`src/rtl/ufi_pkg.sv`:
```
package ufi_pkg;

  typedef enum logic [2:0] {
    SRC_NONE     = 3'd0,
    SRC_TX_EMPTY = 3'd1,
    SRC_RX_DATA  = 3'd2,
    SRC_LINE     = 3'd3
  } src_code_e;

  // bit positions software relies on
  localparam int CTL_QUEUE_ON = 0;
  localparam int CTL_RX_FLUSH = 1;
  localparam int CTL_TX_FLUSH = 2;
  localparam int CTL_TRIG_LO  = 6;
  localparam int IE_RX_DATA   = 0;
  localparam int IE_TX_EMPTY  = 1;
  localparam int IE_LINE      = 2;

  // receive threshold in bytes for a selector, clipped to the queue depth
  function automatic int unsigned trig_threshold(logic queue_on, logic [1:0] sel,
                                                 int unsigned depth);
    int unsigned t;
    if (!queue_on) return 1;
    case (sel)
      2'd0:    t = 1;
      2'd1:    t = 4;
      2'd2:    t = 8;
      default: t = 14;
    endcase
    if (t > depth) t = depth;
    return t;
  endfunction

  function automatic logic [7:0] ident_byte(logic queue_on, src_code_e code);
    return {queue_on, queue_on, 2'b00, code, (code == SRC_NONE)};
  endfunction

  function automatic logic [7:0] status_byte(logic rx_ready, logic overrun, logic tx_room);
    return {2'b00, tx_room, 3'b000, overrun, rx_ready};
  endfunction

endpackage

```
`src/rtl/ufi_byte_fifo.sv`:
```
module ufi_byte_fifo #(
  parameter int DEPTH = 16,
  parameter int WIDTH = 8,
  localparam int AW = (DEPTH > 1) ? $clog2(DEPTH) : 1,
  localparam int CW = $clog2(DEPTH + 1)
) (
  input  logic             clk,
  input  logic             rst_n,
  input  logic             clr,
  input  logic             single,
  input  logic             push,
  input  logic             pop,
  input  logic [WIDTH-1:0] din,
  output logic [WIDTH-1:0] dout,
  output logic [CW-1:0]    count,
  output logic             empty,
  output logic             full,
  output logic             push_ok,
  output logic             pop_ok
);

  logic [WIDTH-1:0] mem [DEPTH];
  logic [AW-1:0]    wr_ptr, rd_ptr;

  function automatic logic [AW-1:0] step(logic [AW-1:0] p);
    return (p == AW'(DEPTH - 1)) ? '0 : p + AW'(1);
  endfunction

  assign empty   = (count == '0);
  assign full    = single ? !empty : (count == CW'(DEPTH));
  assign push_ok = push && !clr && !full;
  assign pop_ok  = pop && !clr && !empty;
  assign dout    = mem[rd_ptr];

  always_ff @(posedge clk or negedge rst_n) begin
    if (!rst_n) begin
      wr_ptr <= '0;
      rd_ptr <= '0;
      count  <= '0;
    end else if (clr) begin
      wr_ptr <= '0;
      rd_ptr <= '0;
      count  <= '0;
    end else begin
      if (push_ok) wr_ptr <= step(wr_ptr);
      if (pop_ok)  rd_ptr <= step(rd_ptr);
      count <= count + CW'(push_ok) - CW'(pop_ok);
    end
  end

  always_ff @(posedge clk) begin
    if (push_ok) mem[wr_ptr] <= din;
  end

endmodule

```
`src/rtl/ufi_ctrl_regs.sv`:
```
module ufi_ctrl_regs (
  input  logic       clk,
  input  logic       rst_n,
  input  logic       wr_en,
  input  logic       wr_sel,
  input  logic [7:0] wr_data,
  output logic       queue_on,
  output logic [1:0] trig_sel,
  output logic [2:0] ie,
  output logic       rx_flush,
  output logic       tx_flush,
  output logic       tx_ie_rise
);
  import ufi_pkg::*;

  logic wr_ctl, wr_ie, mode_flip;

  assign wr_ctl    = wr_en && !wr_sel;
  assign wr_ie     = wr_en && wr_sel;
  assign mode_flip = wr_ctl && (wr_data[CTL_QUEUE_ON] != queue_on);
  assign rx_flush  = (wr_ctl && wr_data[CTL_RX_FLUSH]) || mode_flip;
  assign tx_flush  = (wr_ctl && wr_data[CTL_TX_FLUSH]) || mode_flip;
  assign tx_ie_rise = wr_ie && wr_data[IE_TX_EMPTY] && !ie[IE_TX_EMPTY];

  always_ff @(posedge clk or negedge rst_n) begin
    if (!rst_n) begin
      queue_on <= 1'b0;
      trig_sel <= 2'd0;
      ie       <= 3'd0;
    end else begin
      if (wr_ctl) begin
        queue_on <= wr_data[CTL_QUEUE_ON];
        trig_sel <= wr_data[CTL_TRIG_LO +: 2];
      end
      if (wr_ie) ie <= wr_data[2:0];
    end
  end

endmodule

```
`src/rtl/ufi_irq_prio.sv`:
```
module ufi_irq_prio (
  input  logic                 line_pend,
  input  logic                 rx_pend,
  input  logic                 tx_pend,
  output ufi_pkg::src_code_e   code
);
  import ufi_pkg::*;

  always_comb begin
    if (line_pend)    code = SRC_LINE;
    else if (rx_pend) code = SRC_RX_DATA;
    else if (tx_pend) code = SRC_TX_EMPTY;
    else              code = SRC_NONE;
  end

endmodule

```
`src/rtl/uart_fifo_irq.sv`:
```
module uart_fifo_irq #(
  parameter int DEPTH = 16
) (
  input  logic       clk,
  input  logic       rst_n,
  input  logic       reg_wr_en,
  input  logic       reg_wr_sel,
  input  logic [7:0] reg_wr_data,
  input  logic       reg_rd_en,
  input  logic       reg_rd_sel,
  output logic [7:0] reg_rd_data,
  input  logic       rx_push,
  input  logic [7:0] rx_push_data,
  input  logic       rx_pop,
  output logic [7:0] rx_pop_data,
  input  logic       tx_push,
  input  logic [7:0] tx_push_data,
  input  logic       tx_pop,
  output logic [7:0] tx_pop_data,
  output logic       tx_pending,
  output logic       irq
);
  import ufi_pkg::*;

  localparam int CW = $clog2(DEPTH + 1);

  // configuration
  logic       queue_on, rx_flush, tx_flush, tx_ie_rise;
  logic [1:0] trig_sel;
  logic [2:0] ie;

  // queue state
  logic [CW-1:0] rx_count, tx_count, rx_level;
  logic rx_empty, rx_full, rx_push_ok, rx_pop_ok;
  logic tx_empty, tx_full, tx_push_ok, tx_pop_ok;

  // named internal events
  logic overrun, thre_pend;
  logic overrun_set, lsr_rd, id_rd, id_rd_txe;
  logic tx_drained, thre_set, thre_clr;
  logic rx_at_level, line_pend, rx_pend, tx_pend;
  src_code_e code;
  logic [7:0] ident, status;

  ufi_ctrl_regs u_regs (
    .clk, .rst_n,
    .wr_en(reg_wr_en), .wr_sel(reg_wr_sel), .wr_data(reg_wr_data),
    .queue_on, .trig_sel, .ie,
    .rx_flush, .tx_flush, .tx_ie_rise
  );

  ufi_byte_fifo #(.DEPTH(DEPTH), .WIDTH(8)) u_rxq (
    .clk, .rst_n, .clr(rx_flush), .single(!queue_on),
    .push(rx_push), .pop(rx_pop), .din(rx_push_data), .dout(rx_pop_data),
    .count(rx_count), .empty(rx_empty), .full(rx_full),
    .push_ok(rx_push_ok), .pop_ok(rx_pop_ok)
  );

  ufi_byte_fifo #(.DEPTH(DEPTH), .WIDTH(8)) u_txq (
    .clk, .rst_n, .clr(tx_flush), .single(!queue_on),
    .push(tx_push), .pop(tx_pop), .din(tx_push_data), .dout(tx_pop_data),
    .count(tx_count), .empty(tx_empty), .full(tx_full),
    .push_ok(tx_push_ok), .pop_ok(tx_pop_ok)
  );

  // register reads and their side effects
  assign id_rd     = reg_rd_en && !reg_rd_sel;
  assign lsr_rd    = reg_rd_en && reg_rd_sel;
  assign id_rd_txe = id_rd && (code == SRC_TX_EMPTY);

  // overrun flag: a set in the same cycle as a read wins
  assign overrun_set = rx_push && !rx_push_ok && !rx_flush;

  always_ff @(posedge clk or negedge rst_n) begin
    if (!rst_n)           overrun <= 1'b0;
    else if (overrun_set) overrun <= 1'b1;
    else if (lsr_rd)      overrun <= 1'b0;
  end

  // transmit-empty latch
  assign tx_drained = tx_pop_ok && !tx_push_ok && (tx_count == CW'(1));
  assign thre_set   = tx_flush || tx_drained || (tx_ie_rise && tx_empty && !tx_push_ok);
  assign thre_clr   = tx_push_ok || id_rd_txe;

  always_ff @(posedge clk or negedge rst_n) begin
    if (!rst_n)        thre_pend <= 1'b1;
    else if (thre_set) thre_pend <= 1'b1;
    else if (thre_clr) thre_pend <= 1'b0;
  end

  // pending sources
  assign rx_level    = CW'(trig_threshold(queue_on, trig_sel, DEPTH));
  assign rx_at_level = (rx_count >= rx_level);
  assign line_pend   = ie[IE_LINE] && overrun;
  assign rx_pend     = ie[IE_RX_DATA] && rx_at_level;
  assign tx_pend     = ie[IE_TX_EMPTY] && thre_pend;

  ufi_irq_prio u_prio (
    .line_pend, .rx_pend, .tx_pend, .code
  );

  assign ident       = ident_byte(queue_on, code);
  assign status      = status_byte(!rx_empty, overrun, !tx_full);
  assign reg_rd_data = reg_rd_sel ? status : ident;
  assign irq         = !ident[0];
  assign tx_pending  = !tx_empty;

endmodule

```
`config.mk`:
```
export PLATFORM = sky130hd
export DESIGN_NAME = uart_fifo_irq
export DESIGN_NICKNAME = d
export VERILOG_FILES = /design/src/rtl/ufi_pkg.sv /design/src/rtl/ufi_byte_fifo.sv /design/src/rtl/ufi_ctrl_regs.sv /design/src/rtl/ufi_irq_prio.sv /design/src/rtl/uart_fifo_irq.sv
export SDC_FILE = /design/constraint.sdc
export NUM_CORES = 1
export LEC_CHECK = 0
export ABC_AREA = 1
export BUFFER_PORTS_ARGS = -buffer_cell sky130_fd_sc_hd__clkbuf_2
export CORE_MARGIN = 1
export CORE_UTILIZATION = 40
export DETAILED_ROUTE_END_ITERATION = 16
export GPL_TIMING_DRIVEN = 0
export HOLD_SLACK_MARGIN = 0.08
export SKIP_LAST_GASP = 1
export SLEW_MARGIN = 20
export SYNTH_ARGS = -nofsm -noshare
export SYNTH_HDL_FRONTEND = slang
export SYNTH_SLANG_ARGS = --single-unit
```
`constraint.sdc`:
```
create_clock -name clk -period 2.9 [get_ports clk]
set_input_delay 0.29 -clock clk [delete_from_list [all_inputs] [get_ports clk]]
set_output_delay 0.29 -clock clk [all_outputs]
set_load 0.05 [all_outputs]
```
==> metrics.txt, run 1 <==
# TYPE chip_impl_metric gauge
chip_impl_info{name="critPathKind",value="reg2out"} 1
chip_impl_metric{name="power.ir.vdd_worst",unit="uV"} 1119
chip_impl_metric{name="number_of_detailed_route_iterations_in_the_first_pass",unit=""} 7
chip_impl_metric{name="post-layout-total-power",unit="mW"} 13.87
chip_impl_metric{name="final_net_count",unit=""} 1244
chip_impl_metric{name="vias_in_the_first_global_route",unit=""} 7941
chip_impl_info{name="tritoncts",value="yes"} 1
chip_impl_metric{name="worst_slew_pin_slew",unit="ns"} 0.9080
chip_impl_metric{name="antenna_cells_inserted",unit=""} 0
chip_impl_metric{name="timing_hold_violations_final",unit=""} 0
chip_impl_metric{name="synth.cell_area",unit="um2"} 12430
chip_impl_metric{name="async_set_or_reset_register_ratio_after_synthesis",unit="%"} 11.72
chip_impl_metric{name="route.vias.total",unit=""} 8265
chip_impl_metric{name="ctsHtreeMaxLevel",unit=""} 1
chip_impl_metric{name="postRouteAntennaNets",unit=""} 0
chip_impl_metric{name="globalRoute.totalOverflow",unit=""} 0
chip_impl_info{name="cts_root_buf",value="clkbuf_16"} 1
chip_impl_info{name="status",value="finished clean"} 1
chip_impl_info{name="kind_of_start_point_of_the_critical_path",value="flop"} 1
chip_impl_metric{name="wire_length_of_the_first_global_routing_pass",unit="um"} 44440
chip_impl_metric{name="syn-mean-instance-area",unit="um2"} 11.47
chip_impl_metric{name="grt_start_max_net_pins",unit=""} 35
chip_impl_metric{name="synth_edf_count",unit=""} 256
chip_impl_metric{name="post_synth_inst_count",unit=""} 1083
chip_impl_info{name="timing.hold.worst.class",value="in2reg"} 1
chip_impl_metric{name="utilization",unit="%"} 47.31
chip_impl_metric{name="die-width",unit="um"} 178.3
chip_impl_metric{name="hpwl",unit="um"} 19550
chip_impl_metric{name="cap_viol_max_count",unit=""} 0
chip_impl_metric{name="area_inside_the_core_boundary",unit="um2"} 30590
chip_impl_metric{name="fp-row-count",unit=""} 64
chip_impl_metric{name="numPlacedInstances",unit=""} 1534
chip_impl_metric{name="initial_utilization",unit="%"} 40.62
chip_impl_metric{name="postLayoutSetupSlackWorst",unit="ns"} 0.1440
chip_impl_info{name="synth_top_flop_cell",value="edfxtp_1"} 1
chip_impl_metric{name="clock_insertion_delay_worst_skew",unit="ns"} 0.56
chip_impl_metric{name="drcViolationCount",unit=""} 0
chip_impl_metric{name="filler_cell_count",unit=""} 2750
chip_impl_metric{name="regArea",unit="um2"} 8541
chip_impl_metric{name="slew-limit-headroom",unit="%"} 39.47
chip_impl_metric{name="io_pins",unit=""} 60
chip_impl_metric{name="timing.critical_path.required",unit="ns"} 2.61
chip_impl_metric{name="area_delta_synth_final",unit="%"} 16.45
chip_impl_metric{name="synth.distinct_cells",unit=""} 37
chip_impl_metric{name="synth.yosys.warnings",unit=""} 0
chip_impl_metric{name="leakagePower",unit="nW"} 5.295
chip_impl_metric{name="number_of_buffers_between_clock_root_and_the_deepest_sink",unit=""} 3
chip_impl_metric{name="grt_antenna_before_repair",unit=""} 0
chip_impl_info{name="unrepaired_setup_endpoints_after_global_routing",value="yes"} 1
chip_impl_metric{name="drv_slew",unit=""} 0
chip_impl_metric{name="routed_via_density",unit=""} 5.156
chip_impl_metric{name="power-per-cell-area",unit="nW/um2"} 958.4
chip_impl_metric{name="setup_tns",unit="ns"} 0
chip_impl_metric{name="synth-seq-area-share",unit="%"} 68.72
chip_impl_metric{name="die_area",unit="um2"} 31780
chip_impl_metric{name="critical_path.max_fanout",unit=""} 10
chip_impl_metric{name="port_buffers",unit=""} 54
chip_impl_metric{name="cts.reportedPaths.clkPinSlew",unit="ns"} 0.06
chip_impl_metric{name="detail_route.wirelength",unit="um"} 29200
chip_impl_metric{name="tritoncts_buffers",unit=""} 31
chip_impl_metric{name="route.detailed.wl_per_inst",unit="um"} 18.21
chip_impl_metric{name="synth-seq-cells",unit=""} 290
chip_impl_metric{name="final.setup_skew",unit="ns"} 0.02661
chip_impl_metric{name="post-place-ws",unit="ns"} 0.02780
chip_impl_metric{name="final.period_utilization",unit="%"} 95.04
chip_impl_metric{name="drive_gt1_share",unit="%"} 14.50
chip_impl_metric{name="die_height",unit="um"} 178.3
chip_impl_metric{name="multi_input_logic_area",unit="um2"} 3508
chip_impl_metric{name="achievable-frequency",unit="MHz"} 362.8
chip_impl_metric{name="setup_viol_count_final",unit=""} 0
chip_impl_metric{name="final_wtd_congestion",unit=""} 0.8323
chip_impl_metric{name="critPathArrivalTime",unit="ns"} 2.47
chip_impl_metric{name="grt_use_total",unit="%"} 18.60
chip_impl_metric{name="tritoncts_num_sinks",unit=""} 290
chip_impl_info{name="endpoint_class_of_the_critical_path",value="output port"} 1
chip_impl_metric{name="instances_no_fill",unit=""} 1603
chip_impl_metric{name="drt_iter0_drc",unit=""} 592
chip_impl_metric{name="final.min_clock_period",unit="ns"} 2.756
[critical path, cell delays in order, from the launching register on]
cell and delay, ns:
dfrtp_1 0.45, buf_2 0.30, buf_2 0.27, o21ai_0 0.12, o22ai_1 0.29, nand2_1 0.08, nand3_1 0.12, buf_2 0.27
[worst paths after layout]
check	slack [ns]	endpoint	startpoint	cells after the start
worst max-delay path	0.14	rx_pop_data[2]	u_rxq.rd_ptr[1]	7
worst min-delay path	0.1	u_rxq.rd_ptr[2]	rx_pop	5
worst max register to register	0.19	u_txq.count[4]	u_txq.count[3]	15
worst min register to register	0.52	u_regs.ie[0]	u_regs.ie[0]	2
max in group asynchronous	1.88	u_rxq.rd_ptr[0]	rst_n	2
min in group asynchronous	0.40	u_txq.count[0]	rst_n	2
[kinds of logic after synthesis]
group                    after synthesis  synth area share [%]
XOR/XNOR                               9                0.6343
flip-flops                           290                 68.72
buffers and inverters                107                 3.786
AND/OR/NAND/NOR                      432                 14.32
AO/OA/AOI/OAI                        216                 9.575
other                                  1               0.03018
adder cells (fa/ha/maj)               28                 2.940
[placed cells by master, fill, tap and decap left out, types with 6 or more instances in the layout]
| cell | synthesis | final |
|---|---|---|
| nor2_1 | 164 | 162 |
| nand2_2 | 4 | 7 |
| edfxtp_1 | 256 | 256 |
| dlygate4sd3_1 | 0 | 11 |
| nand3_1 | 51 | 51 |
| clkbuf_4 | 0 | 6 |
| inv_1 | 50 | 50 |
| clkinv_1 | 5 | 9 |
| buf_2 | 18 | 18 |
| nand2_1 | 186 | 183 |
| nor3_2 | 0 | 15 |
| o211ai_1 | 16 | 16 |
| xor2_1 | 7 | 7 |
| buf_4 | 8 | 9 |
| ha_1 | 26 | 26 |
| clkbuf_16 | 0 | 31 |
| a31oi_1 | 16 | 16 |
| o21ai_1 | 9 | 11 |
| clkbuf_2 | 1 | 56 |
| dfrtp_1 | 33 | 32 |
| o21ai_0 | 140 | 138 |
| a21oi_1 | 11 | 11 |
| o22ai_1 | 18 | 18 |
| clkbuf_1 | 19 | 20 |
[power by group]
part	total (mW)	leakage (nW)	internal [mW]	switching [mW]
combinational	4.86	2.06	1.35	3.51
sequential	5.00	2.73	4.82	0.184
clock	4.01	0.504	2.43	1.58
[synth_stat cells, types with 18 or more instances]
cell,count,share of area [%]
o22ai_1,18,0.91
nand3_1,51,2.1
clkbuf_1,19,0.57
nand2_1,186,5.6
edfxtp_1,256,62
inv_1,50,1.5
ha_1,26,2.6
dfrtp_1,33,6.6
o21ai_0,140,5.6
buf_2,18,0.72
nor2_1,164,5.0
[sequential cells by signal, indices dropped and copies added (netlist names)]
name / cells
u_txq.count: 5
u_regs.ie: 3
u_rxq.count: 5
u_rxq.mem: 128
u_txq.mem: 128
u_txq.rd_ptr: 4
u_rxq.rd_ptr: 4
thre_pend: 1
u_txq.wr_ptr: 4
u_regs.trig_sel: 2
u_regs.queue_on: 1
overrun: 1
u_rxq.wr_ptr: 4
[per-layer routing]
layer	GRT usage (%)	up-vias	share of wire, %
met4	5.261	0	2.2
met2	32.88	198	51
met1	23.85	4009	42
met3	2.430	46	4.5
li1	-	4012	-
met5	0	-	0
[layout make-up]
class	count	share of cell area, %
well taps	396	3.424
clock inverters	13	1.193
plain buffers	48	1.893
multi-input cells	687	24.24
inverters	59	1.530
flip-flops and latches	290	59.02
repair buffers	65	2.698
clock buffers	45	6.000
[per-stage QoR]
stage / area, um2 / hold slack, ns
floorplan: 12430 / -0.005591
global placement: 13200 / 0.4769
detailed placement: 13260 / 0.4630
CTS: 14420 / 0.09548
global route: 14470 / 0.1223
finish: 14470 / 0.09947
[what timing repair did]
action,4_1_cts,5_1_grt
setup buffers,0,0
hold buffers,11,0
gates resized for setup,6,33
setup endpoints to repair,10,17
hold endpoints to repair,40,0
pin swaps,0,0
Power figures use the tool's default switching activity.
==> run 2: changes to the inputs <==
GPL_TIMING_DRIVEN = not set   (was 0)
==> metrics.txt, run 2 (synthesized netlist as in run 1, its figures left out) <==
# TYPE chip_impl_metric gauge
chip_impl_info{name="status",value="complete, but fails checks"} 1
chip_impl_info{name="failed_checks",value="design-rule violations"} 1
chip_impl_metric{name="drive_gt1_share",unit="%"} 14.49
chip_impl_metric{name="die-width",unit="um"} 178.3
chip_impl_metric{name="setup_tns",unit="ns"} 0
chip_impl_metric{name="area_inside_the_core_boundary",unit="um2"} 30590
chip_impl_info{name="cp_top_family",value="buffers and inverters"} 1
chip_impl_metric{name="critical_path.max_fanout",unit=""} 45
chip_impl_metric{name="leakagePower",unit="nW"} 5.338
chip_impl_metric{name="critPathArrivalTime",unit="ns"} 2.48
chip_impl_metric{name="routed_via_density",unit=""} 5.109
chip_impl_metric{name="setup_viol_count_final",unit=""} 0
chip_impl_metric{name="grt_start_max_net_pins",unit=""} 47
chip_impl_metric{name="power-per-cell-area",unit="nW/um2"} 930.9
chip_impl_metric{name="reg2reg_slack",unit="ns"} 0.23
chip_impl_metric{name="wire_length_of_the_first_global_routing_pass",unit="um"} 43080
chip_impl_metric{name="detail_route.wirelength",unit="um"} 27680
chip_impl_info{name="reg2reg_from",value="u_txq.count[3]"} 1
chip_impl_metric{name="switchingPower",unit="mW"} 5.026
chip_impl_metric{name="grt_use_total",unit="%"} 17.64
chip_impl_metric{name="hold_ws",unit="ns"} 0.1179
chip_impl_metric{name="grt_antenna_before_repair",unit=""} 0
chip_impl_metric{name="clockPowerShare",unit="%"} 28.4
chip_impl_metric{name="final.setup_skew",unit="ns"} 0.006935
chip_impl_info{name="worst_hold_startpoint",value="reg_wr_sel"} 1
chip_impl_metric{name="fp-row-count",unit=""} 64
chip_impl_metric{name="instances_no_fill",unit=""} 1597
chip_impl_info{name="cts_root_buf",value="clkbuf_16"} 1
chip_impl_metric{name="buf_inv_on_cp",unit=""} 3
chip_impl_metric{name="timing_hold_violations_final",unit=""} 0
chip_impl_metric{name="area_delta_synth_final",unit="%"} 16.10
chip_impl_metric{name="globalRoute.totalOverflow",unit=""} 0
chip_impl_metric{name="internal_power",unit="mW"} 8.405
chip_impl_metric{name="cap_viol_max_count",unit=""} 0
chip_impl_metric{name="switching_share",unit="%"} 37.42
chip_impl_metric{name="power.ir.vdd_worst",unit="uV"} 1192
chip_impl_metric{name="antenna_cells_inserted",unit=""} 0
chip_impl_metric{name="drv_slew",unit=""} 0
chip_impl_metric{name="number_of_detailed_route_iterations_in_the_first_pass",unit=""} 11
chip_impl_info{name="endpoint_class_of_the_critical_path",value="output port"} 1
chip_impl_info{name="timing.hold.worst.class",value="in2reg"} 1
chip_impl_metric{name="final.min_clock_period",unit="ns"} 2.766
chip_impl_info{name="kind_of_start_point_of_the_critical_path",value="flop"} 1
chip_impl_metric{name="io_pins",unit=""} 60
chip_impl_metric{name="cts.reportedPaths.clkPinSlew",unit="ns"} 0.06
chip_impl_metric{name="hpwl",unit="um"} 17270
chip_impl_metric{name="drt_iter0_drc",unit=""} 611
chip_impl_info{name="worstPathCellList",value="inv_2, buf_12, nand2_1, nand3_1, nand2_1, a31oi_1, o21ai_0, nand2_1, clkbuf_2"} 1
chip_impl_metric{name="cts.repair_timing.setup_buffer_count",unit=""} 0
chip_impl_info{name="reg_top3",value="u_rxq.mem (128), u_txq.mem (128)"} 1
chip_impl_info{name="timing.hold.worst_endpoint",value="u_regs.queue_on"} 1
chip_impl_info{name="unrepaired_setup_endpoints_after_global_routing",value="yes"} 1
chip_impl_metric{name="comb_power_share",unit="%"} 34.1
chip_impl_metric{name="route.detailed.wl_per_inst",unit="um"} 17.33
chip_impl_metric{name="port_buffers",unit=""} 54
chip_impl_metric{name="number_of_buffers_between_clock_root_and_the_deepest_sink",unit=""} 3
chip_impl_metric{name="numPlacedInstances",unit=""} 1536
chip_impl_metric{name="postLayoutSetupSlackWorst",unit="ns"} 0.1343
chip_impl_metric{name="ff_to_ff_path_depth",unit=""} 15
chip_impl_metric{name="final_net_count",unit=""} 1242
chip_impl_info{name="critical_path.reg2reg.endpoint",value="u_txq.count[4]"} 1
chip_impl_info{name="most_common_cell_after_layout_fill_and_taps_aside",value="edfxtp_1"} 1
chip_impl_metric{name="drcViolationCount",unit=""} 1
chip_impl_metric{name="route.vias.total",unit=""} 8159
chip_impl_metric{name="tritoncts_buffers",unit=""} 30
chip_impl_metric{name="clock_insertion_delay_worst_skew",unit="ns"} 0.54
chip_impl_metric{name="p_seq_share",unit="%"} 37.5
chip_impl_metric{name="die_height",unit="um"} 178.3
chip_impl_info{name="tritoncts",value="yes"} 1
chip_impl_metric{name="initial_utilization",unit="%"} 40.62
chip_impl_metric{name="worst_slew_pin_slew",unit="ns"} 0.8511
chip_impl_info{name="critPathKind",value="reg2out"} 1
chip_impl_metric{name="filler_cell_count",unit=""} 2775
chip_impl_metric{name="slew-limit-headroom",unit="%"} 43.26
chip_impl_metric{name="timing.hold.worst_path_depth",unit=""} 4
chip_impl_metric{name="timing.critical_path.required",unit="ns"} 2.61
chip_impl_metric{name="final.period_utilization",unit="%"} 95.37
chip_impl_metric{name="die_area",unit="um2"} 31780
chip_impl_metric{name="post-place-ws",unit="ns"} 0.1970
chip_impl_metric{name="tritoncts_num_sinks",unit=""} 290
chip_impl_metric{name="achievable-frequency",unit="MHz"} 361.6
chip_impl_metric{name="postRouteAntennaNets",unit=""} 0
chip_impl_metric{name="ctsHtreeMaxLevel",unit=""} 1
chip_impl_metric{name="critPathMaxStageDelay",unit="ns"} 0.52
chip_impl_metric{name="utilization",unit="%"} 47.17
chip_impl_metric{name="vias_in_the_first_global_route",unit=""} 7847
chip_impl_info{name="critPathMostFrequentCell",value="nand2_1"} 1
chip_impl_info{name="most-common-layout-cells",value="256 x edfxtp_1, 186 x nand2_1, 162 x nor2_1"} 1
chip_impl_metric{name="final_wtd_congestion",unit=""} 0.8085
chip_impl_info{name="cpMaxStageDelayCell",value="dfrtp_2"} 1
-- run 2: changes by cell type in the layout (fill, tap and decap cells not counted), sizes merged --
| cell | before | now |
|---|---|---|
| clkinv | 11 | 13 |
| bufinv | 4 | 3 |
| dlygate4sd3 | 11 | 8 |
| clkbuf | 117 | 96 |
| inv | 56 | 53 |
| buf | 30 | 50 |
-- run 2: timing repair --
item | in CTS | in global routing
hold endpoints to repair | 39 | 0
endpoints found under the setup margin | 0 | 8
resized for setup | 0 | 5
hold buffers | 8 | 0
-- run 2: power by group through the flow --
stage                     sequential (mW)  clock, mW  combinational, mW
after floorplan                      5.03          0               3.35
after global placement               5.11          0               4.52
after detailed placement             5.11          0               4.57
after CTS                            5.03       3.89               4.60
after global routing                 5.07       4.06               5.08
final                                5.04       3.82               4.58
-- run 2: layout make-up --
| class | instances | area [um2] | area share, % |
|---|---|---|---|
| flip-flops and latches | 290 | 8543 | 59.21 |
| multi-input cells | 687 | 3428 | 23.76 |
| clock buffers | 42 | 857.1 | 5.941 |
| repair buffers | 112 | 750.7 | 5.203 |
| well taps | 396 | 495.5 | 3.434 |
| inverters | 59 | 225.2 | 1.561 |
| clock inverters | 11 | 127.6 | 0.8846 |
-- run 2: tightest hold or removal path, delay by kind of cell --
family | cells | cell delay (ns)
buf+inv | 1 | 0.12
simple gates | 2 | 0.11
compound gates | 1 | 0.08
-- run 2: worst max-delay path by stage --
stage                                from             end  cells past startpoint
after floorplan            u_txq.count[2]  u_txq.count[4]                     15
after global placement     u_rxq.count[3]  u_rxq.count[4]                     15
after detailed placement   u_txq.count[3]  u_txq.count[4]                     15
after CTS                 u_rxq.rd_ptr[1]  rx_pop_data[2]                      6
after global routing       u_rxq.count[3]  u_rxq.count[4]                     15
final                     u_txq.rd_ptr[0]  tx_pop_data[2]                      9
-- run 2: metal layers --
layer / routed length [um] / global-route usage (%)
met1: 12500 / 23.81
met2: 13250 / 29.91
met3: 1426 / 2.536
met4: 501 / 4.343
met5: 0 / 0
-- run 2: per-stage QoR --
stage / total power [mW] / area (um2)
6_report: 13.43 / 14430
2_1_floorplan: 8.371 / 12430
3_5_place_dp: 9.685 / 13350
5_1_grt: 14.21 / 14430
4_1_cts: 13.52 / 14420
3_3_place_gp: 9.629 / 13350
